--- src/rtl/dcw_pkg.sv ---
package dcw_pkg;
  typedef enum logic [1:0] {
    ST_IDLE,
    ST_FETCH,
    ST_XFER,
    ST_HALT
  } walk_state_e;

  localparam int DCW_AW   = 32;
  localparam int DCW_DW   = 32;
  localparam int DCW_LENW = 16;
  localparam int DCW_FLAG = 31;
  localparam int DCW_NWORDS = 3;
endpackage

--- src/rtl/dcw_fetch.sv ---
module dcw_fetch #(
  parameter int AW     = dcw_pkg::DCW_AW,
  parameter int DW     = dcw_pkg::DCW_DW,
  parameter int LENW   = dcw_pkg::DCW_LENW,
  parameter int FLAG   = dcw_pkg::DCW_FLAG,
  parameter int NWORDS = dcw_pkg::DCW_NWORDS
) (
  input  logic          clk,
  input  logic          rst,
  input  logic          go,
  input  logic [AW-1:0] base,
  input  logic          mem_ack,
  input  logic [DW-1:0] mem_rdata,
  output logic          mem_req,
  output logic [AW-1:0] mem_addr,
  output logic          done,
  output logic [AW-1:0] nxt_ptr,
  output logic [AW-1:0] buf_addr,
  output logic [LENW-1:0] buf_len,
  output logic          stop_flag
);
  localparam int STEP = DW / 8;
  localparam int IW   = $clog2(NWORDS);
  localparam logic [IW-1:0] LAST = IW'(NWORDS - 1);

  logic [IW-1:0] idx;
  logic [DW-1:0] word_q [NWORDS];

  always_ff @(posedge clk) begin
    if (rst) begin
      mem_req  <= 1'b0;
      mem_addr <= '0;
      idx      <= '0;
      done     <= 1'b0;
    end else begin
      done <= 1'b0;
      if (go && !mem_req) begin
        mem_req  <= 1'b1;
        mem_addr <= base;
        idx      <= '0;
      end else if (mem_req && mem_ack) begin
        if (idx == LAST) begin
          mem_req <= 1'b0;
          done    <= 1'b1;
        end else begin
          idx      <= idx + 1'b1;
          mem_addr <= mem_addr + AW'(STEP);
        end
      end
    end
  end

  always_ff @(posedge clk) begin
    if (mem_req && mem_ack) word_q[idx] <= mem_rdata;
  end

  assign nxt_ptr   = word_q[0][AW-1:0];
  assign buf_addr  = word_q[1][AW-1:0];
  assign buf_len   = word_q[2][LENW-1:0];
  assign stop_flag = word_q[2][FLAG];
endmodule

--- src/rtl/dcw_host_regs.sv ---
module dcw_host_regs #(
  parameter int AW = dcw_pkg::DCW_AW
) (
  input  logic          clk,
  input  logic          rst,
  input  logic          tail_wr,
  input  logic [AW-1:0] tail_addr,
  input  logic          poll_cmd,
  input  logic          poll_arm,
  input  logic          tail_arm,
  input  logic          clear,
  output logic [AW-1:0] tail_q,
  output logic          poll_pend,
  output logic          tail_pend
);
  always_ff @(posedge clk) begin
    if (rst) begin
      tail_q    <= '0;
      poll_pend <= 1'b0;
      tail_pend <= 1'b0;
    end else begin
      if (tail_wr) tail_q <= tail_addr;
      poll_pend <= (poll_pend && !clear) || (poll_cmd && poll_arm);
      tail_pend <= (tail_pend && !clear) || (tail_wr && tail_arm);
    end
  end
endmodule

--- src/rtl/desc_chain_walker.sv ---
module desc_chain_walker #(
  parameter int AW   = dcw_pkg::DCW_AW,
  parameter int DW   = dcw_pkg::DCW_DW,
  parameter int LENW = dcw_pkg::DCW_LENW,
  parameter int FLAG = dcw_pkg::DCW_FLAG
) (
  input  logic            clk,
  input  logic            rst,
  input  logic            mode_tail,
  input  logic            head_wr,
  input  logic [AW-1:0]   head_addr,
  input  logic            tail_wr,
  input  logic [AW-1:0]   tail_addr,
  input  logic            poll_cmd,
  output logic            mem_req,
  output logic [AW-1:0]   mem_addr,
  input  logic            mem_ack,
  input  logic [DW-1:0]   mem_rdata,
  output logic            xfer_start,
  output logic [AW-1:0]   xfer_buf,
  output logic [LENW-1:0] xfer_len,
  input  logic            xfer_done,
  output logic            irq,
  output logic [AW-1:0]   irq_desc
);
  import dcw_pkg::*;

  walk_state_e   state;
  logic [AW-1:0] cur;
  logic          recheck;

  logic          f_go, f_done, f_flag;
  logic [AW-1:0] f_base, f_nxt, f_buf;
  logic [LENW-1:0] f_len;
  logic [AW-1:0] tail_q;
  logic          poll_pend, tail_pend;
  logic          stop, decide, trig, clear;

  dcw_fetch #(.AW(AW), .DW(DW), .LENW(LENW), .FLAG(FLAG)) u_fetch (
    .clk(clk), .rst(rst), .go(f_go), .base(f_base),
    .mem_ack(mem_ack), .mem_rdata(mem_rdata),
    .mem_req(mem_req), .mem_addr(mem_addr), .done(f_done),
    .nxt_ptr(f_nxt), .buf_addr(f_buf), .buf_len(f_len), .stop_flag(f_flag)
  );

  dcw_host_regs #(.AW(AW)) u_regs (
    .clk(clk), .rst(rst), .tail_wr(tail_wr), .tail_addr(tail_addr),
    .poll_cmd(poll_cmd),
    .poll_arm(!mode_tail && (state == ST_FETCH || state == ST_HALT)),
    .tail_arm(mode_tail && state != ST_IDLE),
    .clear(clear), .tail_q(tail_q), .poll_pend(poll_pend), .tail_pend(tail_pend)
  );

  // end-of-list test for the descriptor just read
  assign stop   = mode_tail ? (cur == tail_q) : f_flag;
  assign decide = (state == ST_FETCH && f_done && recheck) ||
                  (state == ST_XFER && xfer_done);
  assign trig   = (state == ST_HALT) && (mode_tail ? tail_pend : poll_pend);
  assign clear  = (decide && !stop) || trig;

  always_comb begin
    f_go   = 1'b0;
    f_base = cur;
    unique case (state)
      ST_IDLE:  begin f_go = head_wr; f_base = head_addr; end
      ST_FETCH,
      ST_XFER:  begin f_go = decide && !stop; f_base = f_nxt; end
      ST_HALT:  begin f_go = trig; f_base = cur; end
      default:  ;
    endcase
  end

  always_ff @(posedge clk) begin
    if (rst) begin
      state      <= ST_IDLE;
      cur        <= '0;
      recheck    <= 1'b0;
      xfer_start <= 1'b0;
      xfer_buf   <= '0;
      xfer_len   <= '0;
      irq        <= 1'b0;
      irq_desc   <= '0;
    end else begin
      xfer_start <= 1'b0;
      irq        <= 1'b0;
      unique case (state)
        ST_IDLE: if (head_wr) begin
          cur     <= head_addr;
          recheck <= 1'b0;
          state   <= ST_FETCH;
        end
        ST_FETCH: if (f_done) begin
          if (!recheck) begin
            xfer_start <= 1'b1;
            xfer_buf   <= f_buf;
            xfer_len   <= f_len;
            state      <= ST_XFER;
          end else if (!stop) begin
            cur     <= f_nxt;
            recheck <= 1'b0;
          end else begin
            state <= ST_HALT;
          end
        end
        ST_XFER: if (xfer_done) begin
          irq      <= 1'b1;
          irq_desc <= cur;
          if (!stop) begin
            cur   <= f_nxt;
            state <= ST_FETCH;
          end else begin
            state <= ST_HALT;
          end
        end
        ST_HALT: if (trig) begin
          recheck <= 1'b1;
          state   <= ST_FETCH;
        end
        default: state <= ST_IDLE;
      endcase
    end
  end
endmodule

--- config.mk ---
export PLATFORM = sky130hd
export DESIGN_NAME = desc_chain_walker
export DESIGN_NICKNAME = d
export VERILOG_FILES = /design/src/rtl/dcw_pkg.sv /design/src/rtl/dcw_fetch.sv /design/src/rtl/dcw_host_regs.sv /design/src/rtl/desc_chain_walker.sv
export SDC_FILE = /design/constraint.sdc
export NUM_CORES = 1
export LEC_CHECK = 0
export ABC_AREA = 1
export BUFFER_PORTS_ARGS = -buffer_cell sky130_fd_sc_hd__buf_2
export CAP_MARGIN = 10
export CORE_ASPECT_RATIO = 1.5
export CORE_UTILIZATION = 40
export CTS_CLUSTER_DIAMETER = 150
export DETAILED_ROUTE_END_ITERATION = 10
export HOLD_SLACK_MARGIN = 0.12
export PLACE_DENSITY_LB_ADDON = 0.05
export SYNTH_ARGS = -nofsm -noshare
export SYNTH_HDL_FRONTEND = slang
export SYNTH_SLANG_ARGS = --single-unit
--- constraint.sdc ---
create_clock -name clk -period 3.18 [get_ports clk]
set_input_delay 0.636 -clock clk [delete_from_list [all_inputs] [get_ports clk]]
set_output_delay 0.636 -clock clk [all_outputs]
set_load 0.005 [all_outputs]
==> impl_metrics.ini <==
[finish]
fin_area_mm2 = 0.0139
mostFrequentLayoutCells = 279 x nand2_1, 218 x buf_2, 186 x dfxtp_1
nets = 1709
syn2layout_area_growth_pct = 20.3
final_util_pct = 49.4
stdcell_count = 1964
drive_above_1_share_pct = 19.9
layout_commonest_cell = nand2_1

[timing]
slew_headroom_pct = 43.9
hold_viol = 0
post-route-period-util_pct = 78.9
finalMaxSlewViolations = 0
rsz0062_at_grt = false
fin_setup_tns_ps = 0
skew_ps = 9.90
finalSetupViolCount = 0
period_needed_ps = 2510
tightestPinTransition_ps = 841
max_clock_freq_mhz = 399

[floorplanning]
rows = 75
core_mm2 = 0.0282
die-area_mm2 = 0.0296
die_w_um = 141
initial_core_util_pct = 41.1
io_pins = 219
die_h_um = 210

[pwr]
switching_share_pct = 37.1
p_int_w = 0.00730
power.density_mw_per_mm2 = 834
pwr-share-comb_pct = 31.6
ir_drop_mv = 0.444
total_power_w = 0.0116
power.switching_w = 0.00431
clockPowerShare_pct = 29.9
p_seq_share_pct = 38.5
leakage_nw = 5.81

[critical_path]
endpoint = u_fetch.mem_addr[7]
r2r-start = state[0]
rr_endpoint = u_fetch.mem_addr[7]
required_ps = 3620
reg2reg_depth = 10
rrSetupSlack_ps = 670
crit_arrival_ps = 2940
startpoint_type = flop
cp-end-kind = flop
startpoint = state[0]
path_max_fanout = 46
path_class = flop to flop

[placement]
dp_hpwl_mm = 28.0
placed_cells = 1915
io_buffers = 218
place_area_mm2 = 0.0129
gp_congestion = 0.926

[clocking]
cts_tree = built
cts.path.max_buffers = 3
ctsResizeCount = 0
clock_latency_ps = 550
cts.clk_slew.worst_paths_ps = 70
post_cts_buffers = 0
cts_root_buf = clkbuf_16
cts_hold_buf = 0
cts_buffers = 26
htreeDepth = 1
clock_sinks = 268

[job]
maxCapViolCount = 0

[grt]
grt_usage_pct = 25.5
grt_pass1_wl_mm = 57.6
antenna_found_initial = 3
grt_pass1_vias = 10029
grt.overflow.total = 0
grt_max_degree = 70

[synthesis]
synthesis.nets = 1523
syn_avg_cell_area_um2 = 8.19
synthCells = 1411
seq_area_frac_synth_pct = 53.4
yosys_warnings = 0
syn_area_mm2 = 0.0116
ys_types = 43
ys_ff_latch = 268

[route]
wl_met2_mm = 19.5
drt_first_pass_iters = 6
via_per_inst = 5.23
routedWlPerCell_um = 19.2
postRouteAntennaNets = 0
top_layer = met5
drt_drc_violations_left = 0
wl_met3_mm = 1.94
routed_wl_mm = 37.8
wl_met1_mm = 15.5
vias = 10270
first_iter_violations = 694

[min_path]
hold_class = primary input to flop
hp-start = mem_rdata[19]

[run_status]
status = finished, final reports clean
synth_stat cells:
master    instances  area (um2)
o211ai_1          4        30.0
nand3_1          81         405
a211oi_1          2        15.0
a21oi_1         144         721
nor4_1            4        25.0
o21a_1            1        7.51
nand4_1          13        81.3
a21oi_2           1        8.76
mux2i_1           1        10.0
clkbuf_1         66         248
a21o_1            4        30.0
nor2_2            6        37.5
nand2_2           6        37.5
buf_2             8        40.0
nor3_2            2        20.0
nor3b_1           3        22.5
edfxtp_1         81        2430
nor3_1           19        95.1
nand4_2           2        25.0
or2_0             1        6.26
nand2_8           1        20.0
nand3b_1          5        37.5
ha_1              8         100
o21ai_1           6        30.0
xor2_1            8        70.1
o21ai_0         181         906
dfxtp_1         187        3740
a31oi_1          18         113
xnor2_1          16         140
nand3_2           1        10.0
clkinv_1          2        7.51
nor2_4            3        33.8
buf_1             4        15.0
buf_4             4        30.0
nor2_1          114         428
o22ai_1           7        43.8
buf_6             1        11.3
inv_1           106         398
or2_2             2        12.5
nor3_4            2        32.5
nand2_4           1        11.3
inv_2             6        22.5
nand2_1         279        1050
how the worst min path moves through the flow:
stage / end / cells after the start / slack, ps
final: u_fetch.word_q[1][19] / 1 / 290
after global placement: xfer_buf[31] / 2 / 450
after detailed placement: xfer_len[15] / 2 / 450
after CTS: u_fetch.word_q[1][19] / 1 / 270
after global routing: u_fetch.word_q[1][19] / 1 / 280
after floorplan: u_regs.tail_q[16] / 2 / 450
through the flow:
step           hold WS (ps)  setup slack (ps)
3_3_place_gp            447               599
3_5_place_dp            450               573
2_1_floorplan           448               644
4_1_cts                 273               674
6_report                292               671
5_1_grt                 282               387
layer usage:
metal / GRT usage [%] / vias up
li1: - / 5100
met1: 31.1 / 4828
met2: 46.3 / 293
met3: 3.73 / 45
met4: 6.86 / 4
met5: 0 / -
layout make-up:
cell class,instances,area (um2)
flip-flops and latches,268,6180
multi-input cells,946,4630
clock inverters,10,178
well taps,346,433
clock buffers,38,788
repair buffers,241,1280
fillers,2845,14200
diodes,1,2.50
inverters,114,428
worst max-delay path: stages, from the launching register on:
cell and delay, ps:
dfxtp_1 390, ha_1 500, inv_1 140, nor2_1 190, nor2_1 90, nand2_4 220
nand2_8 220, nand2_2 250, inv_1 180, nor2_1 150, nor2_1 50
sequential cells by signal, summed over array words and instances (netlist names), 2 cells and up:
| register | flops |
|---|---|
| u_fetch.idx | 2 |
| u_fetch.word_q | 81 |
| u_fetch.mem_addr | 32 |
| xfer_buf | 32 |
| irq_desc | 32 |
| state | 2 |
| xfer_len | 16 |
| u_regs.tail_q | 32 |
| cur | 32 |
power groups by stage:
stage / clock [W] / combinational (W) / sequential (W)
final: 0.00347 / 0.00366 / 0.00447
after global routing: 0.00365 / 0.00409 / 0.00453
after CTS: 0.00355 / 0.00368 / 0.00448
after detailed placement: 0 / 0.00366 / 0.00455
after global placement: 0 / 0.00366 / 0.00454
after floorplan: 0 / 0.00241 / 0.00441
logic make-up (layout without fill, tap and decap cells):
logic type               Yosys count  count (layout)  synth area share, %
AO/OA/AOI/OAI                    368             368                 16.5
XOR/XNOR                          24              24                 1.82
adder cells (fa/ha/maj)            8               8                0.866
buffers and inverters            197             403                 6.68
flip-flops                       268             268                 53.4
multiplexers                       1               1               0.0866
other                              0               1                    0
AND/OR/NAND/NOR                  545             545                 20.7
Note: power is estimated with default switching activity, not from simulation.
